--- config.mk ---
export PLATFORM = sky130hd
export DESIGN_NAME = gpio_irq_ctrl
export DESIGN_NICKNAME = d
export VERILOG_FILES = /design/src/rtl/gpio_irq_ctrl.sv
export SDC_FILE = /design/constraint.sdc
export NUM_CORES = 1
export LEC_CHECK = 0
export ABC_AREA = 1
export CAP_MARGIN = 20
export CELL_PAD_IN_SITES_DETAIL_PLACEMENT = 1
export CELL_PAD_IN_SITES_GLOBAL_PLACEMENT = 1
export CORE_ASPECT_RATIO = 2
export CORE_MARGIN = 3
export CORE_UTILIZATION = 47
export CTS_CLUSTER_DIAMETER = 30
export DETAILED_ROUTE_END_ITERATION = 10
export GPL_ROUTABILITY_DRIVEN = 1
export PLACE_DENSITY_LB_ADDON = 0.1
export SYNTH_ARGS = -nofsm -noshare
export SYNTH_HDL_FRONTEND = slang
export SYNTH_SLANG_ARGS = --single-unit
export TNS_END_PERCENT = 30
--- constraint.sdc ---
create_clock -name clk -period 5.9 [get_ports clk]
set_clock_uncertainty 0.2 [all_clocks]
set_input_delay 1.18 -clock clk [delete_from_list [all_inputs] [get_ports clk]]
set_output_delay 1.18 -clock clk [all_outputs]
set_load 0.01 [all_outputs]
--- src/rtl/gpio_irq_ctrl.sv ---
module gpio_irq_ctrl #(
  parameter int NPINS  = 32,
  parameter int ADDR_W = 8
) (
  input  logic              clk,
  input  logic              rst_n,
  input  logic              bus_sel,
  input  logic              bus_we,
  input  logic [ADDR_W-1:0] bus_addr,
  input  logic [31:0]       bus_wdata,
  output logic [31:0]       bus_rdata,
  input  logic [NPINS-1:0]  pin_in,
  output logic [NPINS-1:0]  pin_out,
  output logic [NPINS-1:0]  pin_oe,
  output logic [NPINS-1:0]  irq
);
  localparam int IW = ADDR_W - 2;
  localparam logic [IW-1:0] A_IN    = IW'(6'h00);
  localparam logic [IW-1:0] A_INEN  = IW'(6'h01);
  localparam logic [IW-1:0] A_OE    = IW'(6'h02);
  localparam logic [IW-1:0] A_OV    = IW'(6'h03);
  localparam logic [IW-1:0] A_RIE   = IW'(6'h06);
  localparam logic [IW-1:0] A_RIP   = IW'(6'h07);
  localparam logic [IW-1:0] A_FIE   = IW'(6'h08);
  localparam logic [IW-1:0] A_FIP   = IW'(6'h09);
  localparam logic [IW-1:0] A_HIE   = IW'(6'h0A);
  localparam logic [IW-1:0] A_HIP   = IW'(6'h0B);
  localparam logic [IW-1:0] A_LIE   = IW'(6'h0C);
  localparam logic [IW-1:0] A_LIP   = IW'(6'h0D);
  localparam logic [IW-1:0] A_INV   = IW'(6'h10);

  logic [NPINS-1:0] s1, s2, s3;
  logic [NPINS-1:0] in_en, out_en, out_val, out_inv;
  logic [NPINS-1:0] rise_ie, fall_ie, high_ie, low_ie;
  logic [NPINS-1:0] rise_ip, fall_ip, high_ip, low_ip;
  logic [NPINS-1:0] wd;
  logic [NPINS-1:0] rise_clr, fall_clr, high_clr, low_clr;
  logic [NPINS-1:0] in_val;
  logic [IW-1:0]    idx;
  logic             wr;

  assign idx    = bus_addr[ADDR_W-1:2];
  assign wr     = bus_sel & bus_we;
  assign wd     = bus_wdata[NPINS-1:0];
  assign in_val = s2 & in_en;

  assign rise_clr = (wr && idx == A_RIP) ? wd : '0;
  assign fall_clr = (wr && idx == A_FIP) ? wd : '0;
  assign high_clr = (wr && idx == A_HIP) ? wd : '0;
  assign low_clr  = (wr && idx == A_LIP) ? wd : '0;

  assign pin_out = out_val ^ out_inv;
  assign pin_oe  = out_en;
  assign irq     = (rise_ie & rise_ip) | (fall_ie & fall_ip)
                 | (high_ie & high_ip) | (low_ie & low_ip);

  always_ff @(posedge clk or negedge rst_n) begin
    if (!rst_n) begin
      s1 <= '0;
      s2 <= '0;
      s3 <= '0;
    end else begin
      s1 <= pin_in;
      s2 <= s1;
      s3 <= s2;
    end
  end

  always_ff @(posedge clk or negedge rst_n) begin
    if (!rst_n) begin
      in_en   <= '0;
      out_en  <= '0;
      out_val <= '0;
      out_inv <= '0;
      rise_ie <= '0;
      fall_ie <= '0;
      high_ie <= '0;
      low_ie  <= '0;
    end else if (wr) begin
      case (idx)
        A_INEN: in_en   <= wd;
        A_OE:   out_en  <= wd;
        A_OV:   out_val <= wd;
        A_INV:  out_inv <= wd;
        A_RIE:  rise_ie <= wd;
        A_FIE:  fall_ie <= wd;
        A_HIE:  high_ie <= wd;
        A_LIE:  low_ie  <= wd;
        default: ;
      endcase
    end
  end

  always_ff @(posedge clk or negedge rst_n) begin
    if (!rst_n) begin
      rise_ip <= '0;
      fall_ip <= '0;
      high_ip <= '0;
      low_ip  <= '0;
    end else begin
      rise_ip <= (rise_ip & ~rise_clr) | (s2 & ~s3 & in_en);
      fall_ip <= (fall_ip & ~fall_clr) | (~s2 & s3 & in_en);
      high_ip <= (high_ip & ~high_clr) | (s2 & in_en);
      low_ip  <= (low_ip & ~low_clr) | (~s2 & in_en);
    end
  end

  function automatic logic [31:0] ext(input logic [NPINS-1:0] v);
    logic [31:0] r;
    r = '0;
    r[NPINS-1:0] = v;
    return r;
  endfunction

  always_comb begin
    bus_rdata = '0;
    if (bus_sel && !bus_we) begin
      case (idx)
        A_IN:   bus_rdata = ext(in_val);
        A_INEN: bus_rdata = ext(in_en);
        A_OE:   bus_rdata = ext(out_en);
        A_OV:   bus_rdata = ext(out_val);
        A_RIE:  bus_rdata = ext(rise_ie);
        A_RIP:  bus_rdata = ext(rise_ip);
        A_FIE:  bus_rdata = ext(fall_ie);
        A_FIP:  bus_rdata = ext(fall_ip);
        A_HIE:  bus_rdata = ext(high_ie);
        A_HIP:  bus_rdata = ext(high_ip);
        A_LIE:  bus_rdata = ext(low_ie);
        A_LIP:  bus_rdata = ext(low_ip);
        A_INV:  bus_rdata = ext(out_inv);
        default: bus_rdata = '0;
      endcase
    end
  end

  // the drive enable follows an output-enable write
  p_oe_follows_r3: assert property (@(posedge clk) disable iff (!rst_n)
    (wr && idx == A_OE) |=> (pin_oe == $past(wd)));

  // a qualified rising edge is captured one edge later
  p_rise_capture_r5: assert property (@(posedge clk) disable iff (!rst_n)
    1'b1 |=> ((rise_ip & $past(s2 & ~s3 & in_en)) == $past(s2 & ~s3 & in_en)));

  // bits not written as 1 keep their value
  p_sticky_r7: assert property (@(posedge clk) disable iff (!rst_n)
    1'b1 |=> ((fall_ip & $past(fall_ip & ~fall_clr)) == $past(fall_ip & ~fall_clr)));

  // a level set beats a same-cycle clear
  p_set_wins_r8: assert property (@(posedge clk) disable iff (!rst_n)
    (wr && idx == A_HIP && |(wd & s2 & in_en)) |=> |(high_ip & $past(wd & s2 & in_en)));

  // an interrupt line never rises without a pending source
  p_irq_source_r9: assert property (@(posedge clk) disable iff (!rst_n)
    (irq & ~(rise_ip | fall_ip | high_ip | low_ip)) == '0);

  // pins with input disabled never gain a pending bit
  p_gated_r10: assert property (@(posedge clk) disable iff (!rst_n)
    1'b1 |=> (((rise_ip | fall_ip | high_ip | low_ip)
              & ~$past(rise_ip | fall_ip | high_ip | low_ip) & ~$past(in_en)) == '0));

  // writes to the input value offset leave writable state alone
  p_ro_write_r11: assert property (@(posedge clk) disable iff (!rst_n)
    (wr && idx == A_IN) |=> ($stable(in_en) && $stable(out_en) && $stable(out_val) && $stable(out_inv)));
endmodule

Word level (Yosys, flattened, before mapping):

Cells that the tools add are included.

* bits of input ports: 76
* logic and storage cells: 77
* output and inout port bits: 128
* register bits after elaboration: 480

* equality and inequality tests: 12
* reduce and logical (&&, ||, !) cells: 15
* bitwise gates (word level): 29
* multiplexer cells: 6

Operators with widths (count)
* $and 32x32->32: 14
* $pmux 32 s13: 1
* $or 32x32->32: 7
* $not 32->32: 6
* $mux 32: 5
* $eq 6x4->1 const B: 6
* $xor 32x32->32: 1
* $reduce_and 2->1: 8
* $eq 6x2->1 const B: 2
* $eq 6x3->1 const B: 2
* $eq 6x1->1 const B: 1
* $eq 6x5->1 const B: 1
* $logic_not 6->1: 1
* $logic_and 1x1->1: 5
* $and 1x1->1: 1
* $logic_not 1->1: 1

Logic depth before layout (Yosys ltp):

Gate-level depths: netlist (run 1).

* depth in word-level cells: 6
* mapped depth: 11
* mapped depth without buffers: 9

Least setup slack after synthesis (run 1):

OpenSTA, ideal clock, no wires.

* path kind: input port to output port
* from: input bus_addr[2]
* to: output bus_rdata[10]
* data required time: 4.520 ns
* arrival: 2.317 ns
* path slack: 2.203 ns
* cell stages on the path: 11
* path buffers: 3
* cell sequence: buf_2 > inv_1 > nor2_1 > buf_2 > buf_2 > nand4_1 > nand2_1 > nor2_1 > nand2_1 > nor2_1 > nor2_1

* longest elaborated chain between the ends: 3
* elaborated cells between the ends (all ways): 15
* classes of those cells: eq/ne: 12; mux: 2; reduce/logical: 1

Ends and longest elaborated chain
* from (decl): line 9 `input logic [ADDR_W-1:0] bus_addr,`
* $eq 6x5->1, or another cell as far along: line 118 `case (idx)`
* $pmux 32 s13 (*): line 118
* $mux 32 (*): line 117 `if (bus_sel && !bus_we) begin`
* to (decl): line 11 `output logic [31:0] bus_rdata,`

Every way passes the cells marked *; elsewhere a longest branch is shown, timed or not.

Worst setup path after layout (run 1):

* from: input bus_addr[2]
* to: output bus_rdata[15]

Same word-level chain as after synthesis.

==> qor.txt, run 1 <==
status - finished clean
top cells by area, synth - dfrtp_1, nand2_1, o21ai_1, nand3_1, nand4_1
power per cell area - 350 nW/um2
EDFF count, synth - 0
Port Buffers - 201
Distinct cells, synth - 22
grt met2 use - 0.612
met3 Resource Use GR - 0.0565
drt total wl - 84.8 mm
Worst-Skew Late Latency - 630 ps
DIE WIDTH - 159 um
# rows - 111
Root Buffer - clkbuf_16
fraction of layout cells with a size suffix above 1 - 0.0703
min-delay src - s1[1]
slew of the pin with the lowest slew margin - 1020 ps
Synth Area per Inst - 8.08 um2
largest family of logic cells by synthesized area - simple AND/OR/NAND/NOR gates
Setup violations, final - 0
post-synth net total - 2804
Initial Util - 0.478
synth cell count leaders - nand2_1, dfrtp_1, o21ai_1
hold buffer count at CTS - 0
Crit-path slowest cell - clkdlybuf4s50_1
post-synthesis sequential area ratio - 0.545
f_max - 0.188 GHz
met1 GRT Util - 0.395
worst r2r path cells - 2
FF-to-FF setup slack - 4840 ps
Layout area overhead - 24.2%
vias per cell - 5.88
diodes inserted - 0
first-pass GRT wire length - 132 mm
simple-gate share of the synthesized area - 0.276
XOR/XNOR Fraction of Synth Area - 0.0127
placed cell count - 3410
worst hold-check path type - reg2reg
Hold Path End - s2[1]
Leakage Power - 12.9 nW
vias in the first global route - 23015
Initial DRT Pass Iterations - 5
1st-iter DRT viols - 1472
Synth Area in Adders - 0
Via Count - 20877
Post-Synthesis Cell Area - 22000 um2
VDD IR max - 0.000219 V
Buf+Inv Stages, Crit Path - 3
Required @ worst endpoint - 4520 ps
CTS clk-pin slew, worst paths - 60 ps
Synth warnings - 0
max incr delay on CP - 740 ps
setup TNS - 0 ps
Worst path most repeated cell - nor2_1
routability cong. - 0.875
ys async rst share - 1.00
boundary pin count - 204
TritonCTS clock tree - done
die height - 312 um
Synth area leader - dfrtp_1
Post-DRT Antenna Nets - 0
Setup CP Type - in2out
die area - 49700 um2
Max-Slew Margin vs Limit - 0.320
H-tree lvl count - 3
Max Cap Viol - 0
Post-CTS Setup Inserts - 0
total CTS buffers - 77
mux share of post-synthesis cell area - 0
RSZ-0062 raised after global routing - false
largest net degree at the start of global routing - 139
CP Cell Sequence - clkdlybuf4s50_1 > nand2_1 > nor2_1 > nand2_1 > buf_4 > nor2_1 > a21oi_1 > nand2_1 > nor2_1 > nor2_1 > clkdlybuf4s50_1
final hold violation count - 0
core area - 46100 um2
WHS Path Cells - 0
Worst setup SP type - primary input
CTS Sinks - 480
highest net fanout along the worst path - 17
Compound-Gate Fraction of Synth Area - 0.102
most common cell in the netlist - nand2_1
FF+latch count, synth - 480
antenna violations before repair - 0
Synth Flop Type - dfrtp_1
Period Utilization, post-route - 0.900
GRT Total Usage - 0.340
layer with the highest usage - met2
FF-to-FF Start - s2[20]
CP Data Arrival Time - 3930 ps
cells after synthesis - 2728
fin. max-slew vios - 0
Non-Filler Instances - 3552
dpl hpwl - 50.2 mm
Worst Setup End Kind - output pin
gr ovfl total - 0
fin nets - 2944
post-synth top area share - 0.545
clock period minus worst slack - 5310 ps
routed len/inst - 23.9 um
Post-CTS Resized - 0
r2r endpoint - rise_ip[20]
Post-route DRC - 0
CP delay by family, top - buffers and inverters
buffer levels on the longest clock path - 3
==> power by group <==
part,switching (mW),internal (mW)
combinational,0.620,0.417
sequential,0.236,3.54
clock,1.76,3.01
total,2.62,6.97
==> worst max path at each step <==
| stage | start | end | slack [ps] | cells after the start |
|---|---|---|---|---|
| after floorplan | bus_addr[2] | bus_rdata[10] | 2200 | 11 |
| after global placement | bus_addr[2] | bus_rdata[15] | 690 | 11 |
| after detailed placement | bus_addr[2] | bus_rdata[14] | 670 | 11 |
| after CTS | bus_addr[2] | bus_rdata[15] | 640 | 11 |
| after global routing | bus_addr[2] | bus_rdata[15] | 440 | 11 |
| final | bus_addr[2] | bus_rdata[15] | 590 | 11 |
==> placed cells by master (no fill, tap or decap) <==
cell and count:
nand2_1 781, dfrtp_1 480, o21ai_1 239, nand3_1 228, nor2_1 226, clkdlybuf4s50_1 200, o21ai_0 177, inv_1 166
nand4_1 157, clkbuf_16 80, xor2_1 32, a21oi_1 31, buf_4 31, buf_12 15, inv_6 14, nor2_4 11
bufinv_16 9, clkinv_4 9, clkinv_2 7, clkbuf_1 7, clkbuf_8 7, nand3_2 6, clkinvlp_4 5, inv_2 2
nand2_2 2, inv_8 2, o2111ai_1 1, nand2_4 1, nand4_4 1, nand3_4 1, clkinv_8 1, inv_16 1
buf_8 1
==> cells by family (layout without fill, tap and decap cells) <==
logic type | after synthesis | count (layout)
xor gates and xnor gates | 32 | 32
buffers and inverters | 354 | 557
AOI/OAI and AO/OA | 448 | 448
and+or+nand+nor | 1414 | 1414
DFF | 480 | 480
==> final cells by class <==
cell class | count | area [um2]
clock buffers | 94 | 2120
clock inverters | 48 | 603
fillers | 5472 | 18700
inverters | 168 | 631
multi-input cells | 1894 | 8680
flip-flops and latches | 480 | 12000
well taps | 621 | 777
repair buffers | 247 | 2550
==> routing by layer <==
layer	vias to the layer above	wire length, um
met2	822	44300
met5	-	0
met4	0	3860
met3	216	5290
li1	9270	-
met1	10569	31300
==> through the flow <==
stage	hold slack [ps]	utilization	setup WS (ps)	total power, mW	cell area [um2]
detailed placement	136	0.534	673	4.84	24600
finish	138	0.594	590	9.58	27400
floorplan	131	-	2200	4.21	22000
global route	156	0.594	437	9.90	27400
CTS	145	0.594	636	9.63	27400
global placement	134	0.534	687	4.80	24600
Power figures use the tool's default switching activity.
==> run 2: changes to the inputs <==
ABC_AREA = not set   (was 1)
CORE_UTILIZATION = 50   (was 47)
==> run 2 against run 1 <==
Sequential cell count is the same. Area after synthesis shrank 2.3%. Critical path depth shrank 4. Die area shrank 8.0%. Total power grew 0.63%. Clock power shrank 14%. Hold slack gained 5.9 ps. Final cell count shrank 27%. Synthesized cell count shrank 35%. Global-route usage shrank 1.1 points. Highest routed layer unchanged.
==> qor.txt, run 2 <==
status - finished clean (unchanged)
clock period minus worst slack - 5700 ps (was 5310 ps)
# rows - 106 (was 111)
hold buffer count at CTS - 0 (unchanged)
core area - 42200 um2 (was 46100 um2)
most frequent cells in the layout - dfrtp_1, nand2_1, mux2_2, clkdlybuf4s50_1, a22oi_1 (was nand2_1, dfrtp_1, o21ai_1, nand3_1, nor2_1)
GRT Total Usage - 0.329 (was 0.340)
Post-route DRC - 0 (unchanged)
Period Utilization, post-route - 0.967 (was 0.900)
placed cell count - 2453 (was 3410)
DIE WIDTH - 153 um (was 159 um)
worst hold margin - 144 ps (was 138 ps)
Setup violations, final - 0 (unchanged)
dpl hpwl - 47.6 mm (was 50.2 mm)
CP Data Arrival Time - 4320 ps (was 3930 ps)
antenna violations before repair - 3 (was 0)
Worst setup SP type - primary input (unchanged)
vias per cell - 6.50 (was 5.88)
slew of the pin with the lowest slew margin - 806 ps (was 1020 ps)
1st-iter DRT viols - 1139 (was 1472)
Synth Area per Inst - 12.1 um2 (was 8.08 um2)
Setup CP Type - in2out (unchanged)
worst hold-check path type - reg2reg (unchanged)
post-synthesis sequential area ratio - 0.558 (was 0.545)
final hold violation count - 0 (unchanged)
layer with the highest usage - met2 (unchanged)
fraction of layout cells with a size suffix above 1 - 0.216 (was 0.0703)
Port Buffers - 201 (unchanged)
post-layout total power - 9.64 mW (was 9.58 mW)
max incr delay on CP - 810 ps (was 740 ps)
buffer levels on the longest clock path - 3 (unchanged)
CP Cell Sequence - clkdlybuf4s50_1 > or4_1 > nor2_4 > buf_4 > a2111oi_0 > a41oi_1 > clkdlybuf4s50_1 (was clkdlybuf4s50_1 > nand2_1 > nor2_1 > nand2_1 > buf_4 > nor2_1 > a21oi_1 > nand2_1 > nor2_1 > nor2_1 > clkdlybuf4s50_1)
Post-CTS Setup Inserts - 0 (unchanged)
highest net fanout along the worst path - 10 (was 17)
commonest non-fill, non-tap cell in the layout - dfrtp_1 (was nand2_1)
Root Buffer - clkbuf_16 (unchanged)
Non-Filler Instances - 2580 (was 3552)
Layout area overhead - 24.0% (was 24.2%)
largest family of logic cells by synthesized area - multiplexers (was simple AND/OR/NAND/NOR gates)
VDD IR max - 0.000247 V (was 0.000219 V)
Synth Area in Adders - 0 (unchanged)
Final Cell Area - 26700 um2 (was 27400 um2)
PnR worst setup slack - 196 ps (was 590 ps)
first-pass GRT wire length - 116 mm (was 132 mm)
fin. max-slew vios - 0 (unchanged)
Initial Util - 0.510 (was 0.478)
met3 Resource Use GR - 0.0566 (was 0.0565)
cells after synthesis - 1775 (was 2728)
post-synth net total - 1851 (was 2804)
CTS Sinks - 480 (unchanged)
Leakage Power - 11.8 nW (was 12.9 nW)
filler instances - 4140 (was 5472)
simple-gate share of the synthesized area - 0.0843 (was 0.276)
total CTS buffers - 68 (was 77)
Max-Slew Margin vs Limit - 0.461 (was 0.320)
synth cell count leaders - dfrtp_1, nand2_1, mux2_2 (was nand2_1, dfrtp_1, o21ai_1)
most common cell in the netlist - dfrtp_1 (was nand2_1)
Synth warnings - 0 (unchanged)
mux share of post-synthesis cell area - 0.176 (was 0)
Worst path most repeated cell - clkdlybuf4s50_1 (was nor2_1)
die height - 299 um (was 312 um)
routability cong. - 0.873 (was 0.875)
post-synth top area share - 0.558 (was 0.545)
routed len/inst - 29.3 um (was 23.9 um)
gr ovfl total - 0 (unchanged)
Compound-Gate Fraction of Synth Area - 0.143 (was 0.102)
placed cell areas - 24400 um2 (was 24600 um2)
Worst-Skew Late Latency - 590 ps (was 630 ps)
met1 GRT Util - 0.389 (was 0.395)
Final Core Density - 0.633 (was 0.594)
Distinct cells, synth - 53 (was 22)
RSZ-0062 raised after global routing - false (unchanged)
f_max - 0.175 GHz (was 0.188 GHz)
power per cell area - 361 nW/um2 (was 350 nW/um2)
EDFF count, synth - 0 (unchanged)
grt met2 use - 0.569 (was 0.612)
drt total wl - 75.7 mm (was 84.8 mm)
top cells by area, synth - dfrtp_1, mux2_2, nand2_1, mux2i_1, a22o_1 (was dfrtp_1, nand2_1, o21ai_1, nand3_1, nand4_1)
boundary pin count - 204 (unchanged)
ys async rst share - 1.00 (unchanged)
CTS clk-pin slew, worst paths - 50 ps (was 60 ps)
die area - 45700 um2 (was 49700 um2)
XOR/XNOR Fraction of Synth Area - 0.0134 (was 0.0127)
FF+latch count, synth - 480 (unchanged)
Worst Setup End Kind - output pin (unchanged)
H-tree lvl count - 3 (unchanged)
largest net degree at the start of global routing - 123 (was 139)
worst slack, placed - 309 ps (was 673 ps)
setup TNS - 0 ps (unchanged)
Synth Flop Type - dfrtp_1 (unchanged)
fin nets - 2059 (was 2944)
Required @ worst endpoint - 4520 ps (about the same)
Post-Synthesis Cell Area - 21500 um2 (was 22000 um2)
Via Count - 16777 (was 20877)
Post-CTS Resized - 0 (unchanged)
vias in the first global route - 18848 (was 23015)
Max Cap Viol - 0 (unchanged)
Initial DRT Pass Iterations - 5 (unchanged)
Crit-path slowest cell - or4_1 (was clkdlybuf4s50_1)
Post-DRT Antenna Nets - 0 (unchanged)
TritonCTS clock tree - done (unchanged)
Synth area leader - dfrtp_1 (unchanged)
[run 2: kinds of logic (layout without fill, tap and decap cells)]
family / Yosys count / in the layout
flops: 480 / 480
compound gates: 395 / 395
simple gates: 387 / 387
mux: 345 / 345
buf+inv: 135 / 397
xor+xnor: 33 / 33
other cells: 0 / 3
[run 2: worst max-delay path, delay by kind of cell]
family,cells,cell delay (ps)
compound gates,2,490
buf+inv,3,1490
simple gates,2,1150
[run 2: layer usage]
layer / vias to the layer above / routed length (um)
met3: 262 / 4640
met2: 772 / 38900
met4: 0 / 4250
met5: - / 0
li1: 6971 / -
met1: 8772 / 27900
[run 2: power breakdown]
part	leakage (nW)	internal, mW	switching [mW]
combinational	4.71	0.713	0.607
clock	1.11	2.50	1.62
sequential	5.97	3.74	0.457
[run 2: final timing paths]
path / startpoint / endpoint / slack [ps] / cells past startpoint
max in group asynchronous: rst_n / low_ip[14] / 3800 / 2
min: s1[7] / s2[7] / 140 / 0
min in group asynchronous: rst_n / out_val[28] / 370 / 1
max reg2reg: in_en[6] / fall_ip[6] / 4680 / 2
max: bus_addr[7] / bus_rdata[31] / 200 / 7
min reg2reg: s1[7] / s2[7] / 140 / 0
[run 2: cell type report]
cell class              count  area (um2)  area share
clock inverters            45         494      0.0185
repair buffers            271        2620      0.0982
flip-flops and latches    480       12000       0.450
inverters                   2        7.51    0.000281
multi-input cells        1160        9070       0.340
well taps                 540         676      0.0253
diodes                      3        7.51    0.000281
clock buffers              79        1800      0.0676
